===== config.mk =====
export PLATFORM = sky130hd
export DESIGN_NAME = irqCoalTop
export DESIGN_NICKNAME = d
export VERILOG_FILES = /design/src/rtl/irqCoalPkg.sv /design/src/rtl/coalTickDiv.sv /design/src/rtl/coalDatapath.sv /design/src/rtl/coalCtrl.sv /design/src/rtl/irqCoalTop.sv
export SDC_FILE = /design/constraint.sdc
export NUM_CORES = 1
export LEC_CHECK = 0
export ABC_AREA = 1
export CORE_MARGIN = 8
export CORE_UTILIZATION = 54
export CTS_BUF_LIST = sky130_fd_sc_hd__clkbuf_4 sky130_fd_sc_hd__clkbuf_8
export CTS_CLUSTER_DIAMETER = 80
export DETAILED_ROUTE_END_ITERATION = 10
export GPL_TIMING_DRIVEN = 0
export PLACE_DENSITY = 0.83
export SYNTH_ARGS = -nofsm -noshare
export SYNTH_HDL_FRONTEND = slang
export SYNTH_HIERARCHICAL = 1
export SYNTH_SLANG_ARGS = --single-unit

===== constraint.sdc =====
create_clock -name clk -period 2.2 [get_ports clk]
set_input_delay 0.44 -clock clk [delete_from_list [all_inputs] [get_ports clk]]
set_output_delay 0.44 -clock clk [all_outputs]
set_load 0.05 [all_outputs]

===== src/rtl/irqCoalPkg.sv =====
package irqCoalPkg;
  localparam int DATA_W     = 32;
  localparam int REG_ADDR_W = 3;

  localparam logic [REG_ADDR_W-1:0] ADDR_MAIN   = 3'd0;
  localparam logic [REG_ADDR_W-1:0] ADDR_MASK   = 3'd1;
  localparam logic [REG_ADDR_W-1:0] ADDR_DMA    = 3'd2;
  localparam logic [REG_ADDR_W-1:0] ADDR_COAL   = 3'd3;
  localparam logic [REG_ADDR_W-1:0] ADDR_PERIOD = 3'd4;

  // main status positions
  localparam int BIT_RX_SUM   = 31;
  localparam int BIT_ERR_SUM  = 29;
  localparam int BIT_PERIODIC = 28;
  localparam int BIT_TX_SUM   = 27;

  // secondary status positions
  localparam int DMA_ERR   = 31;
  localparam int DMA_HIPRI = 30;
  localparam int DMA_RX1   = 17;
  localparam int DMA_RX0   = 16;
  localparam int DMA_TX1   = 1;
  localparam int DMA_TX0   = 0;

  localparam logic [DATA_W-1:0] SUMMARY_MASK =
    (DATA_W'(1) << BIT_RX_SUM) | (DATA_W'(1) << BIT_ERR_SUM) | (DATA_W'(1) << BIT_TX_SUM);

  typedef struct packed {
    logic loadTimer;
    logic runTimer;
  } coalStrobeT;

  typedef enum logic [1:0] {
    ST_IDLE = 2'd0,
    ST_WAIT = 2'd1,
    ST_FIRE = 2'd2
  } irqStateT;
endpackage


===== src/rtl/coalTickDiv.sv =====
module coalTickDiv #(
  parameter int TICK_CYCLES = 1600
) (
  input  logic clk,
  input  logic rstN,
  output logic tick
);
  generate
    if (TICK_CYCLES < 2) begin : g_every
      assign tick = 1'b1;
    end else begin : g_count
      localparam int CW = $clog2(TICK_CYCLES);
      localparam logic [CW-1:0] LAST = CW'(TICK_CYCLES - 1);
      logic [CW-1:0] divCnt;
      always_ff @(posedge clk) begin
        if (!rstN)              divCnt <= '0;
        else if (divCnt == LAST) divCnt <= '0;
        else                    divCnt <= divCnt + CW'(1);
      end
      assign tick = (divCnt == LAST);
    end
  endgenerate
endmodule


===== src/rtl/coalDatapath.sv =====
module coalDatapath
  import irqCoalPkg::*;
#(
  parameter int               COAL_W     = 8,
  parameter logic [COAL_W-1:0] COAL_RESET = 8'h40
) (
  input  logic                  clk,
  input  logic                  rstN,
  input  logic                  tick,
  input  coalStrobeT            strobe,
  input  logic [DATA_W-1:0]     evtMain,
  input  logic [DATA_W-1:0]     evtDma,
  input  logic                  busWrEn,
  input  logic [REG_ADDR_W-1:0] busAddr,
  input  logic [DATA_W-1:0]     busWrData,
  output logic [DATA_W-1:0]     busRdData,
  output logic                  enabledPending,
  output logic                  hiPrioPending,
  output logic                  coalZero,
  output logic                  timerDone
);
  logic [DATA_W-1:0] mainStore, dmaStat, maskReg, mainView, rollup, mainSet;
  logic [COAL_W-1:0] coalReg, periodReg, timerCnt, periodCnt;
  logic wrMain, wrMask, wrDma, wrCoal, wrPeriod, periodOn, periodHit;

  assign wrMain   = busWrEn && (busAddr == ADDR_MAIN);
  assign wrMask   = busWrEn && (busAddr == ADDR_MASK);
  assign wrDma    = busWrEn && (busAddr == ADDR_DMA);
  assign wrCoal   = busWrEn && (busAddr == ADDR_COAL);
  assign wrPeriod = busWrEn && (busAddr == ADDR_PERIOD);

  // summary bits derived from the secondary word
  always_comb begin
    rollup = '0;
    rollup[BIT_RX_SUM]  = dmaStat[DMA_HIPRI] | dmaStat[DMA_RX1] | dmaStat[DMA_RX0];
    rollup[BIT_ERR_SUM] = dmaStat[DMA_ERR];
    rollup[BIT_TX_SUM]  = dmaStat[DMA_TX1] | dmaStat[DMA_TX0];
  end

  // periodic flag generator
  assign periodOn  = (periodReg != '0);
  assign periodHit = tick && periodOn && (periodCnt == periodReg - COAL_W'(1));

  always_ff @(posedge clk) begin
    if (!rstN)                 periodCnt <= '0;
    else if (wrPeriod)         periodCnt <= '0;
    else if (tick && periodOn) periodCnt <= periodHit ? '0 : periodCnt + COAL_W'(1);
  end

  assign mainSet = (evtMain & ~SUMMARY_MASK) | (periodHit ? (DATA_W'(1) << BIT_PERIODIC) : '0);

  // write-one-to-clear status; a same-cycle event wins over the clear
  always_ff @(posedge clk) begin
    if (!rstN) begin
      mainStore <= '0;
      dmaStat   <= '0;
    end else begin
      mainStore <= (mainStore & ~(wrMain ? busWrData : '0)) | mainSet;
      dmaStat   <= (dmaStat & ~(wrDma ? busWrData : '0)) | evtDma;
    end
  end

  always_ff @(posedge clk) begin
    if (!rstN) begin
      maskReg   <= '0;
      coalReg   <= COAL_RESET;
      periodReg <= '0;
    end else begin
      if (wrMask)   maskReg   <= busWrData;
      if (wrCoal)   coalReg   <= busWrData[COAL_W-1:0];
      if (wrPeriod) periodReg <= busWrData[COAL_W-1:0];
    end
  end

  // coalescing countdown
  always_ff @(posedge clk) begin
    if (!rstN)                 timerCnt <= '0;
    else if (strobe.loadTimer) timerCnt <= coalReg;
    else if (strobe.runTimer && tick && timerCnt != '0) timerCnt <= timerCnt - COAL_W'(1);
  end

  assign mainView       = mainStore | rollup;
  assign enabledPending = |(mainView & maskReg);
  assign hiPrioPending  = dmaStat[DMA_HIPRI] & maskReg[BIT_RX_SUM];
  assign coalZero       = (coalReg == '0);
  assign timerDone      = tick && (timerCnt <= COAL_W'(1));

  always_comb begin
    unique case (busAddr)
      ADDR_MAIN:   busRdData = mainView;
      ADDR_MASK:   busRdData = maskReg;
      ADDR_DMA:    busRdData = dmaStat;
      ADDR_COAL:   busRdData = DATA_W'(coalReg);
      ADDR_PERIOD: busRdData = DATA_W'(periodReg);
      default:     busRdData = '0;
    endcase
  end
endmodule


===== src/rtl/coalCtrl.sv =====
module coalCtrl
  import irqCoalPkg::*;
(
  input  logic       clk,
  input  logic       rstN,
  input  logic       enabledPending,
  input  logic       hiPrioPending,
  input  logic       coalZero,
  input  logic       timerDone,
  output coalStrobeT strobe,
  output logic       hostIrq
);
  irqStateT state, stateNext;

  always_comb begin
    stateNext        = state;
    strobe.loadTimer = 1'b0;
    strobe.runTimer  = 1'b0;
    unique case (state)
      ST_IDLE: begin
        if (enabledPending) begin
          if (coalZero || hiPrioPending) stateNext = ST_FIRE;
          else begin
            stateNext        = ST_WAIT;
            strobe.loadTimer = 1'b1;
          end
        end
      end
      ST_WAIT: begin
        strobe.runTimer = 1'b1;
        if (!enabledPending) stateNext = ST_IDLE;
        else if (coalZero || hiPrioPending || timerDone) stateNext = ST_FIRE;
      end
      ST_FIRE: begin
        if (!enabledPending) stateNext = ST_IDLE;
      end
      default: stateNext = ST_IDLE;
    endcase
  end

  always_ff @(posedge clk) begin
    if (!rstN) state <= ST_IDLE;
    else       state <= stateNext;
  end

  assign hostIrq = (state == ST_FIRE);
endmodule


===== src/rtl/irqCoalTop.sv =====
module irqCoalTop
  import irqCoalPkg::*;
#(
  parameter int               TICK_CYCLES = 1600,
  parameter int               COAL_W      = 8,
  parameter logic [COAL_W-1:0] COAL_RESET  = 8'h40
) (
  input  logic                  clk,
  input  logic                  rstN,
  input  logic [DATA_W-1:0]     evtMain,
  input  logic [DATA_W-1:0]     evtDma,
  input  logic                  busWrEn,
  input  logic [REG_ADDR_W-1:0] busAddr,
  input  logic [DATA_W-1:0]     busWrData,
  output logic [DATA_W-1:0]     busRdData,
  output logic                  hostIrq
);
  logic       tick, enabledPending, hiPrioPending, coalZero, timerDone;
  coalStrobeT strobe;

  coalTickDiv #(.TICK_CYCLES(TICK_CYCLES)) u_tick (
    .clk(clk), .rstN(rstN), .tick(tick)
  );

  coalDatapath #(.COAL_W(COAL_W), .COAL_RESET(COAL_RESET)) u_dp (
    .clk(clk), .rstN(rstN), .tick(tick), .strobe(strobe),
    .evtMain(evtMain), .evtDma(evtDma),
    .busWrEn(busWrEn), .busAddr(busAddr), .busWrData(busWrData), .busRdData(busRdData),
    .enabledPending(enabledPending), .hiPrioPending(hiPrioPending),
    .coalZero(coalZero), .timerDone(timerDone)
  );

  coalCtrl u_ctrl (
    .clk(clk), .rstN(rstN),
    .enabledPending(enabledPending), .hiPrioPending(hiPrioPending),
    .coalZero(coalZero), .timerDone(timerDone),
    .strobe(strobe), .hostIrq(hostIrq)
  );
endmodule


# After elaboration in Yosys (flattened, before gate mapping)
# Cells that the tools add are included.
[word_totals]
register_bits = 141
in_bits = 102
output_inout_bits = 33
elab_cells = 78
[op_classes]
n_addsub = 4
order_cmp = 1
eq_ne = 11
muxes = 17
n_bitwise = 14
n_reduce_logical = 22
[ops]
columns = ["op", "n"]
rows = [
  ["$pmux 32 s5", 1],
  ["$and 32x32->32", 3],
  ["$or 32x32->32", 3],
  ["$mux 32", 2],
  ["$not 32->32", 2],
  ["$or 31x32->32", 1],
  ["$reduce_or 32->1", 1],
  ["$mux 29", 1],
  ["$mux 8", 3],
  ["$reduce_bool 8->1", 2],
  ["$sub 8x1->8 const B", 2],
  ["$add 11x1->11 const B", 1],
  ["$eq 11x11->1 const B", 1],
  ["$logic_and 1x1->1", 10],
  ["$mux 2", 5],
  ["$add 8x1->8 const B", 1],
  ["$eq 8x8->1", 1],
  ["$le 8x1->1 const B", 1],
  ["$logic_not 8->1", 1],
  ["$eq 3x2->1 const B", 2],
  ["$pmux 2 s3", 1],
  ["$mux 1", 4],
  ["$reduce_or 2->1", 2],
  ["$eq 3x1->1 const B", 1],
  ["14 further kinds", 17],
]

# Depth between registers and ports, before layout
# Gate-level depths: netlist of run 1.
[depth]
depth_word = 8
mapped_depth = 12
depth_no_buf = 12

# By module
# Netlist of run 1, hierarchy kept.
[modules_own_cells]
columns = ["module", "instances", "cells_per_inst", "area_each_um2", "seq_area_each_um2"]
rows = [
  ["coalDatapath", 1, 870, 6099.6, 2562.5],
  ["coalTickDiv", 1, 87, 561.8, 220.2],
  ["coalCtrl", 1, 24, 138.9, 40.0],
]

# Worst setup path before layout of run 1
# OpenSTA, ideal clock, no wires.
[synth_timing]
path_kind = "input to output"
start = "input busAddr[1]"
end = "output busRdData[11]"
t_arrival_ns = 1.544
t_required_ns = 1.760
setup_slack_ns = 0.216
cell_stages = 6
path_buffers = 1
path_cell_list = "nor2_2 nand2_2 inv_2 clkbuf_1 nand2_1 nand3_1"
[synth_between]
elab_chain_len = 2
elab_cells_between_ends = 6
classes_between = "eq/ne: 4; mux: 1; reduce/logical: 1"
[synth_lines]
columns = ["item", "line_no", "source"]
rows = [
  ["from (decl)", "irqCoalTop.sv:13", "input logic [REG_ADDR_W-1:0] busAddr,"],
  ["$eq 3x3->1, or another cell as far along", "coalDatapath.sv:89", "unique case (busAddr)"],
  ["$pmux 32 s5 *", "coalDatapath.sv:89", ""],
  ["to (decl)", "irqCoalTop.sv:15", "output logic [DATA_W-1:0] busRdData,"],
]
# Mark *: on every way between the ends. The rest lies on a longest branch, timed or not.

# Worst setup path after layout of run 1
[layout_timing]
start = "input busAddr[2]"
end = "output busRdData[1]"
# The elaborated chain is that of the path after synthesis.

==> summary.txt, run 1 <==
Root Buffer: clkbuf_8
Area of the die: 0.01644 sq mm
Initial Utilization: 54.55%
R2r setup slk: 0.12 ns
Grt ovf: 0
Area leader, netlist: dfxtp_1
Netlist cell types: 42
IO Pins: 135
Final Core Density: 71.76%
Inserted Diodes: 0
Cells after Synth: 981
Dpl ws: -1.308 ns
Num CTS Buffers: 17
Sink Count: 141
# DRC: 0
First drt pass iteration count: 5
Port buffer count: 131
Startpoint types: primary input
Vias in the first global route: 6834
Hold Buf Count CTS: 0
Clock buffer depth: 2
Dpl cells: 1284
Status: finished clean
WL final: 20.70 mm
Lkg Pwr: 3.999 nW
FP Rows: 41
Clock Pin Slew Worst Setup and Hold Paths: 0.07 ns
Sequential area share after synthesis: 41.51%
Post-Syn Area: 0.006800 sq mm
DR iter-0 viols: 789
WP data arrival: 1.74 ns
Area contributors post-synth: dfxtp_1 42%, nand2_1 10%, inv_1 9.6%
H-tree levels: 4
Max-cap violations: 0
Fin nets: 1247
Peak VDD IR: 0.4541 mV
Core area: 0.01247 sq mm
Slowest Stage Delay on Critical Path: 0.28 ns
Number of synthesized register bits: 141
Pwr/cell area: 698.4 mW/mm^2
Post-route clock skew: 0.009355 ns
Max_slew headroom: 57.83%
Max-slew violations: 0
Crit end category: output pin
Min-delay worst type: flip-flop to flip-flop
GRT Util Overall: 24.68%
Syn_area_per_cell: 6.932 sq um
Largest net degree at the start of global routing: 17
Routed wire per std cell: 15.63 um
GPL Wtd Cong: 0.8845
RSZ-0062 raised after global routing: yes
CP top delay family: buffers and inverters
Worst slew pin tran: 0.6325 ns
Layout Cells excl Fill: 1325
Count of warnings emitted by yosys: 6
Area growth syn-to-layout: 31.54%
Remaining antenna violation count: 0
Endpoints failing setup: 0
Antenna violations before repair: 0
WP buf/inv: 4
Cell Chain, Critical Path: clkdlybuf4s15_2, nor2_4, nand2_4, clkinvlp_4, buf_4, nand2_1, nand4_1, buf_6
Min cycle time layout: 2.181 ns
Placed cell area: 0.008327 sq mm
Final Hold Viols: 0
CP max FO: 10
Final worst slack: 0.01918 ns
Syn_nets: 1088
Clock Latency Late Sink: 0.45 ns
Fmax: 458.5 MHz
Layout cells sized above 1: 13.36%
Via density: 5.317
Clock tree from TritonCTS: yes
Die X: 128.2 um
Via Count: 7045
WP data required: 1.76 ns
Setup CP Type: primary input to output pin
Final cycle utilization of the critical path: 99.13%
Critical-path top delay cell: clkdlybuf4s15_2
Die Y: 128.2 um
Post-DP HPWL: 14.99 mm
Top cell type's share of synthesized area: 41.51%
First-pass GRT wire length: 32.19 mm
Final Instance Area: 0.008945 sq mm
==> area by class of cell <==
cell class	instances	area [sq um]
Tap cell	172	215.2
Buffer	36	237.7
Clock inverter	12	183.9
Clock buffer	20	262.8
Fill cell	1052	3521
Sequential cell	141	2824
Inverter	181	689.4
Timing Repair Buffer	140	1314
Multi-Input combinational cell	623	3218
==> report_power, final <==
part | internal (mW) | leakage (nW) | switching, mW
Clock | 1.31 | 0.227 | 1.06
Sequential | 2.69 | 1.16 | 0.0992
Combinational | 0.452 | 2.61 | 0.642
==> flip-flops by register name, summed over array words and instances (netlist names) <==
| register | flops |
|---|---|
| u_dp/maskReg | 32 |
| u_dp/dmaStat | 32 |
| u_tick/g_count.divCnt | 11 |
| u_dp/mainStore | 32 |
| u_dp/coalReg | 8 |
| u_dp/periodCnt | 8 |
| u_dp/timerCnt | 8 |
| u_ctrl/state | 2 |
| u_dp/periodReg | 8 |
==> logic make-up (layout without fill, tap and decap cells) <==
logic type | after synthesis | after routing | synth area share [%]
AO/OA/AOI/OAI | 272 | 272 | 21.60
XOR/XNOR | 12 | 12 | 1.546
adder cells (fa/ha/maj) | 5 | 5 | 0.9200
buffers and inverters | 217 | 389 | 12.68
flip-flops | 141 | 141 | 41.51
AND/OR/NAND/NOR | 334 | 334 | 21.75
==> per-layer routing <==
metal	GRT usage [%]	share of wire, %	vias to the layer above
met5	0	0	-
li1	-	-	3483
met2	42.15	49	301
met1	28.20	41	3224
met4	10.98	2.3	0
met3	6.656	7.9	37
==> cell usage in the layout (no fill, tap or decap), types with 7 or more instances in the layout <==
master | synthesis | final
a21oi_1 | 120 | 120
buf_2 | 10 | 10
buf_4 | 7 | 40
buf_6 | 1 | 10
clkbuf_1 | 16 | 11
clkbuf_8 | 0 | 22
clkdlybuf4s50_1 | 0 | 95
dfxtp_1 | 141 | 140
inv_1 | 174 | 171
nand2_1 | 188 | 187
nand3_1 | 46 | 45
nand4_1 | 12 | 12
nor2_1 | 51 | 50
nor2_2 | 9 | 8
nor2_4 | 6 | 8
o21ai_0 | 61 | 61
o21ai_1 | 52 | 52
o221ai_1 | 7 | 7
o22ai_1 | 11 | 11
xor2_1 | 8 | 8
==> path summary, 6_finish.rpt <==
kind,start,end,cells past startpoint
worst max-delay path,busAddr[2],busRdData[1],8
worst min-delay path,u_tick/g_count.divCnt[0],u_tick/g_count.divCnt[0],1
worst max register to register,u_tick/g_count.divCnt[1],u_dp/periodCnt[5],12
worst min register to register,u_tick/g_count.divCnt[0],u_tick/g_count.divCnt[0],1
==> worst reg2reg max path, delay by kind of cell (launching register included) <==
family	cells	cell delay [ns]
AND/OR/NAND/NOR	7	0.93
buffers and inverters	3	0.35
flip-flops	1	0.35
XOR/XNOR	1	0.16
adder cells (fa/ha/maj)	1	0.20
==> cell usage after synthesis, drive strengths merged <==
cell	count
nand2	197
inv	179
dfxtp	141
a21oi	122
o21ai	113
nor2	66
nand3	47
buf	19
clkbuf	17
nand4	12
o22ai	11
nor3	8
xor2	8
a221oi	7
o221ai	7
a31oi	5
ha	5
xnor2	4
o211ai	3
clkinv	2
nor4	2
a21boi	1
a22o	1
a22oi	1
o2111ai	1
or2	1
or3	1
==> through the flow <==
step	power, mW	hold slack [ns]	setup TNS, ns
after floorplan	3.460	0.4296	0
after global placement	3.855	0.4439	-39.86
after detailed placement	3.875	0.4498	-40.97
after CTS	6.194	0.4664	0
after global routing	6.485	0.4441	-0.1715
final	6.247	0.4339	0
==> what timing repair did <==
| action | 4_1_cts | 5_1_grt |
|---|---|---|
| endpoints found under the setup margin | 47 | 45 |
| gates cloned | 1 | 0 |
| buffers inserted | 5 | 3 |
| hold endpoints to repair | 0 | 0 |
| gates resized for setup | 223 | 33 |
| pin swaps | 3 | 11 |
(Power assumes the default switching activity.)
==> run 2: changes to the inputs <==
CORE_UTILIZATION = 35   (was 54)
PLACE_DENSITY = unset   (was 0.83)
==> run 2 against run 1 <==
  * Total power is 1.6% lower
  * First-iteration DRC count is 45% lower
  * Sequential share of layout area is 1.2 points lower
  * Global-route usage is 5.9 points lower
  * Routed wire length is 8.8% higher
  * Non-clock buffer count is 9 higher
  * Design area is 4.1% higher
  * Via count is 2.3% lower
  * Sequential power hardly changed
  * Combinational power is 6% higher
  * Clock-buffer cell count is 3 lower
  * Sequential cell count stayed put
  * Critical endpoint is now busRdData[27]
==> summary.txt, run 2 (synthesis gave the netlist of run 1 again) <==
Startpoint types: flip-flop
R2r startpoint: u_dp/dmaStat[1]
CP top delay family: simple AND/OR/NAND/NOR gates
WL final: 22.52 mm
Critical-path top delay cell: or3_1
GPL Wtd Cong: 0.8398
Most common cell after layout, fill and taps aside: nand2_1
WP data required: 1.76 ns
Remaining antenna violation count: 0
DR iter-0 viols: 431
RSZ-0062 raised after global routing: yes
Inserted Diodes: 0
Port buffer count: 131
Area of the die: 0.02415 sq mm
Crit end category: output pin
Die X: 155.4 um
First-pass GRT wire length: 35.49 mm
CP max FO: 3
Commonest non-fill, non-tap cells in the layout: 188 x nand2_1, 172 x inv_1, 138 x dfxtp_1
Via Count: 6884
Setup tns final: 0 ns
Post-DP HPWL: 16.53 mm
Root Buffer: clkbuf_8
Max_slew headroom: 57.68%
Fin nets: 1256
Area growth syn-to-layout: 36.93%
Hold Buf Count CTS: 0
Routed wire per std cell: 15.78 um
Crit Reg-Reg Endpoint: u_dp/timerCnt[4]
Final Core Density: 48.32%
IO Pins: 135
Largest net degree at the start of global routing: 17
# DRC: 0
WP buf/inv: 1
Min cycle time layout: 2.143 ns
Layout cells sized above 1: 14.20%
Clock Latency Late Sink: 0.46 ns
Crit path depth: 4
Clock tree from TritonCTS: yes
Setup CP Type: flip-flop to output pin
Worst slew pin tran: 0.6348 ns
Slowest Stage Delay on Critical Path: 0.43 ns
Clock buffer depth: 2
Die Y: 155.4 um
Sink Count: 141
Peak VDD IR: 0.4017 mV
Max-cap violations: 0
Min-delay worst type: flip-flop to flip-flop
Vias in the first global route: 6706
Initial Utilization: 35.29%
First drt pass iteration count: 6
Core area: 0.01927 sq mm
Reg2Reg Depth: 9
Cell Chain, Critical Path: or3_1, a22oi_1, nand2_1, buf_4
Clock Pin Slew Worst Setup and Hold Paths: 0.08 ns
Max-slew violations: 0
Fmax: 466.7 MHz
Grt ovf: 0
GRT Util Overall: 18.79%
Top flop regs: u_dp/dmaStat: 32 flops, u_dp/mainStore: 32 flops, u_dp/maskReg: 32 flops
Lkg Pwr: 4.055 nW
Final Hold Viols: 0
Endpoints failing setup: 0
Dpl ws: -1.366 ns
FP Rows: 51
Post-route clock skew: 0.01253 ns
R2r setup slk: 0.11 ns
Pwr/cell area: 660.2 mW/mm^2
Status: finished clean
Final worst slack: 0.05726 ns
WHS Path Cells: 1
H-tree levels: 4
Final cycle utilization of the critical path: 97.40%
Worst Setup EP: busRdData[27]
Via density: 4.824
Antenna violations before repair: 0
Num CTS Buffers: 17
Critical path origin: u_dp/dmaStat[1]
WP data arrival: 1.70 ns
==> run 2: cell count changes in the layout (fill, tap and decap cells not counted), sizes merged <==
cell / previous run / this run
buf: 61 / 70
clkdlybuf4s15: 1 / 0
inv: 182 / 184
clkbuf: 38 / 35
bufinv: 4 / 2
bufbuf: 0 / 1
clkinv: 4 / 5
clkinvlp: 3 / 5
==> run 2: power by group <==
group | switching (mW) | internal [mW] | leakage (nW)
registers | 0.100 | 2.69 | 1.16
logic | 0.660 | 0.485 | 2.69
clock network | 1.16 | 1.05 | 0.202
==> run 2: area by class of cell <==
| type | count | area (sq um) |
|---|---|---|
| inverter | 181 | 691.9 |
| fill | 1997 | 9960 |
| timing repair buffer | 149 | 1498 |
| tap | 265 | 331.6 |
| sequential | 141 | 2826 |
| multi-input combinational | 623 | 3287 |
| clock inverter | 15 | 181.4 |
| clock buffer | 17 | 234.0 |
| buffer | 36 | 261.5 |
==> run 2: through the flow <==
step	power, mW	cells	instance area (sq um)	hold WS (ns)
6_report	6.148	1427	9311	0.4373
5_1_grt	6.430	1427	9311	0.4776
4_1_cts	6.153	1421	9148	0.4786
3_5_place_dp	3.896	1377	8443	0.4618
3_3_place_gp	3.887	1377	8443	0.4493
2_1_floorplan	3.460	981	6800	0.4296
==> run 2: repair_timing <==
action / in CTS / in global routing
buffers inserted: 9 / 6
pin swaps: 7 / 7
gates cloned: 3 / 0
setup endpoints to repair: 50 / 48
gates resized for setup: 256 / 29
==> run 2: metal layers <==
layer  part of all wire, %  track usage [%]
met4                   1.9            6.377
met2                    48            30.67
met3                   5.2            5.215
met5                     0                0
met1                    45            23.39
==> run 2: how the worst min path moves through the flow <==
stage	start	end	slack, ns
4_1_cts	u_dp/mainStore[17]	u_dp/mainStore[17]	0.48
6_report	u_tick/g_count.divCnt[0]	u_tick/g_count.divCnt[0]	0.44
2_1_floorplan	u_tick/g_count.divCnt[0]	u_tick/g_count.divCnt[0]	0.43
3_3_place_gp	u_tick/g_count.divCnt[0]	u_tick/g_count.divCnt[0]	0.45
3_5_place_dp	u_tick/g_count.divCnt[0]	u_tick/g_count.divCnt[0]	0.46
5_1_grt	u_tick/g_count.divCnt[0]	u_tick/g_count.divCnt[0]	0.48
==> run 2: worst register-to-register path, stage by stage, from the launching register on <==
cell and delay (ns):
dfxtp_1 0.33, or3_1 0.43, a221oi_2 0.26, nand4_1 0.21, nand3_2 0.13, inv_1 0.07, buf_2 0.19, nor2_4 0.19
nand3_1 0.09, a31oi_1 0.12
==> run 3: changes to the inputs <==
CORE_ASPECT_RATIO = 1.25   (was unset)
clock period = 2.7 ns   (was 2.2 ns; I/O delays follow)
==> run 3 against run 2 <==
  * Clock-buffer cell count is 1 higher
  * Register-to-register slack better by 0.13 ns
  * Sequential cell count stayed put
  * Design area is 4.8% lower
  * Core utilization is 2.3 points lower
  * Sequential power is 19% lower
  * Global-route usage is 0.67 points lower
  * Critical path type is now primary input to output pin
  * Largest cell class unchanged
  * Highest routed layer unchanged
==> summary.txt, run 3 (synthesis gave the netlist of run 1 again) <==
Clock Pin Slew Worst Setup and Hold Paths: 0.08 ns
Crit end category: output pin
CP top delay family: buffers and inverters
Endpoints failing setup: 0
Clock buffer depth: 2
Clock power share: 37.4%
Peak VDD IR: 0.3491 mV
Fin nets: 1243
Dpl cells: 1348
WHS Path Cells: 1
First drt pass iteration count: 5
Post-DP HPWL: 16.74 mm
Hold path startpoint: u_tick/g_count.divCnt[0]
Worst slew pin tran: 0.6536 ns
Routed wire per std cell: 15.92 um
Clock tree from TritonCTS: yes
WP data arrival: 2.00 ns
Max-slew violations: 0
Sw Share: 29.00%
Setup tns final: 0 ns
Min cycle time layout: 2.536 ns
Top flop regs: u_dp/dmaStat: 32 flops, u_dp/mainStore: 32 flops, u_dp/maskReg: 32 flops
Startpoint types: primary input
Area growth syn-to-layout: 30.41%
Max-cap violations: 0
Remaining antenna violation count: 0
Die X: 140.7 um
WL final: 22.05 mm
Cell Chain, Critical Path: dlygate4sd2_1, nor2_4, nand2_4, clkinvlp_4, buf_4, nand2_1, nand4_1, buf_6
Port buffer count: 131
Area of the die: 0.02417 sq mm
Die Y: 171.8 um
Layout cells sized above 1: 11.49%
Inserted Diodes: 0
Sw power: 1.455 mW
Grt ovf: 0
FP Rows: 57
R2r startpoint: u_dp/dmaStat[1]
CP max FO: 10
GPL Wtd Cong: 0.8420
GRT Util Overall: 18.12%
Most common cell after layout, fill and taps aside: nand2_1
Lkg Pwr: 3.921 nW
RSZ-0062 raised after global routing: no
Commonest non-fill, non-tap cells in the layout: 188 x nand2_1, 173 x inv_1, 141 x dfxtp_1
Crit Reg-Reg Endpoint: u_dp/timerCnt[4]
IO Pins: 135
Slowest Stage Delay on Critical Path: 0.38 ns
Logic pwr share: 17.3%
Final Hold Viols: 0
Root Buffer: clkbuf_8
Largest net degree at the start of global routing: 17
Pint: 3.562 mW
R2r setup slk: 0.24 ns
Seq. cell area: 0.002823 sq mm
Antenna violations before repair: 0
Vias in the first global route: 6573
# DRC: 0
Status: finished clean
Via Count: 6839
Max_slew headroom: 56.43%
Min-delay worst type: flip-flop to flip-flop
H-tree levels: 4
WP buf/inv: 4
Fillers: 2065
Area of the multi-input gates: 0.003151 sq mm
WP data required: 2.16 ns
Critical-path top delay cell: dlygate4sd2_1
Reg2Reg Depth: 9
Fmax: 394.3 MHz
Num CTS Buffers: 17
Final cycle utilization of the critical path: 93.93%
Hold Crit Endpoint: u_tick/g_count.divCnt[0]
Tot Pwr: 5.018 mW
DR iter-0 viols: 394
Via density: 4.938
Layout Cells excl Fill: 1385
Clock Latency Late Sink: 0.45 ns
Pwr/cell area: 565.8 mW/mm^2
Setup CP Type: primary input to output pin
Initial Utilization: 35.32%
Sink Count: 141
Post-route clock skew: 0.01397 ns
Core area: 0.01926 sq mm
Sequential power share: 45.3%
First-pass GRT wire length: 34.43 mm
==> run 3: routing by layer <==
metal	vias up	global-route usage (%)	wire [um]
met2	167	32.08	11040
met4	0	5.899	495
met5	-	0	0
met1	3162	21.29	9365
met3	28	4.054	1154
li1	3482	-	-
==> run 3: per-stage QoR <==
stage	worst slack (ns)	cell area [sq um]	hold slack [ns]	utilization, %
6_report	0.1640	8869	0.4675	46.06
2_1_floorplan	0.5156	6800	0.4296	-
5_1_grt	0.001043	8869	0.4919	46.06
4_1_cts	0.1527	8862	0.4741	46.02
3_3_place_gp	-1.059	8407	0.4461	43.66
3_5_place_dp	-1.048	8407	0.4541	43.66
==> run 3: layout make-up <==
cell class / instances / share of cell area, %
tap: 236 / 3.330
clock inverter: 14 / 2.159
clock buffer: 18 / 2.723
timing repair buffer: 136 / 14.16
inverter: 181 / 7.703
sequential: 141 / 31.83
buffer: 36 / 2.568
multi-input combinational: 623 / 35.52
==> run 3: what timing repair did <==
item / CTS / global route
buffers inserted: 4 / 0
setup endpoints to repair: 32 / 2
hold buffers: 0 / 0
pin swaps: 2 / 0
gates cloned: 1 / 0
resized for setup: 207 / 1
==> run 3: power by group through the flow <==
stage                     Clock [mW]  Sequential [mW]  Combinational (mW)
after floorplan                    0             2.30               0.522
after global placement             0             2.31               0.858
after detailed placement           0             2.32               0.865
after CTS                       1.92             2.27               0.871
after global routing            2.00             2.29               0.958
final                           1.88             2.27               0.869
==> run 3: worst max-delay path by stage <==
| stage | startpoint | slack (ns) | endpoint | cells after the start |
|---|---|---|---|---|
| 2_1_floorplan | busAddr[1] | 0.52 | busRdData[11] | 6 |
| 3_3_place_gp | busAddr[0] | -1.06 | busRdData[13] | 8 |
| 3_5_place_dp | busAddr[0] | -1.05 | busRdData[13] | 8 |
| 4_1_cts | busAddr[2] | 0.15 | busRdData[1] | 8 |
| 5_1_grt | u_dp/dmaStat[1] | 0.001 | u_dp/timerCnt[4] | 9 |
| 6_report | busAddr[2] | 0.16 | busRdData[1] | 8 |
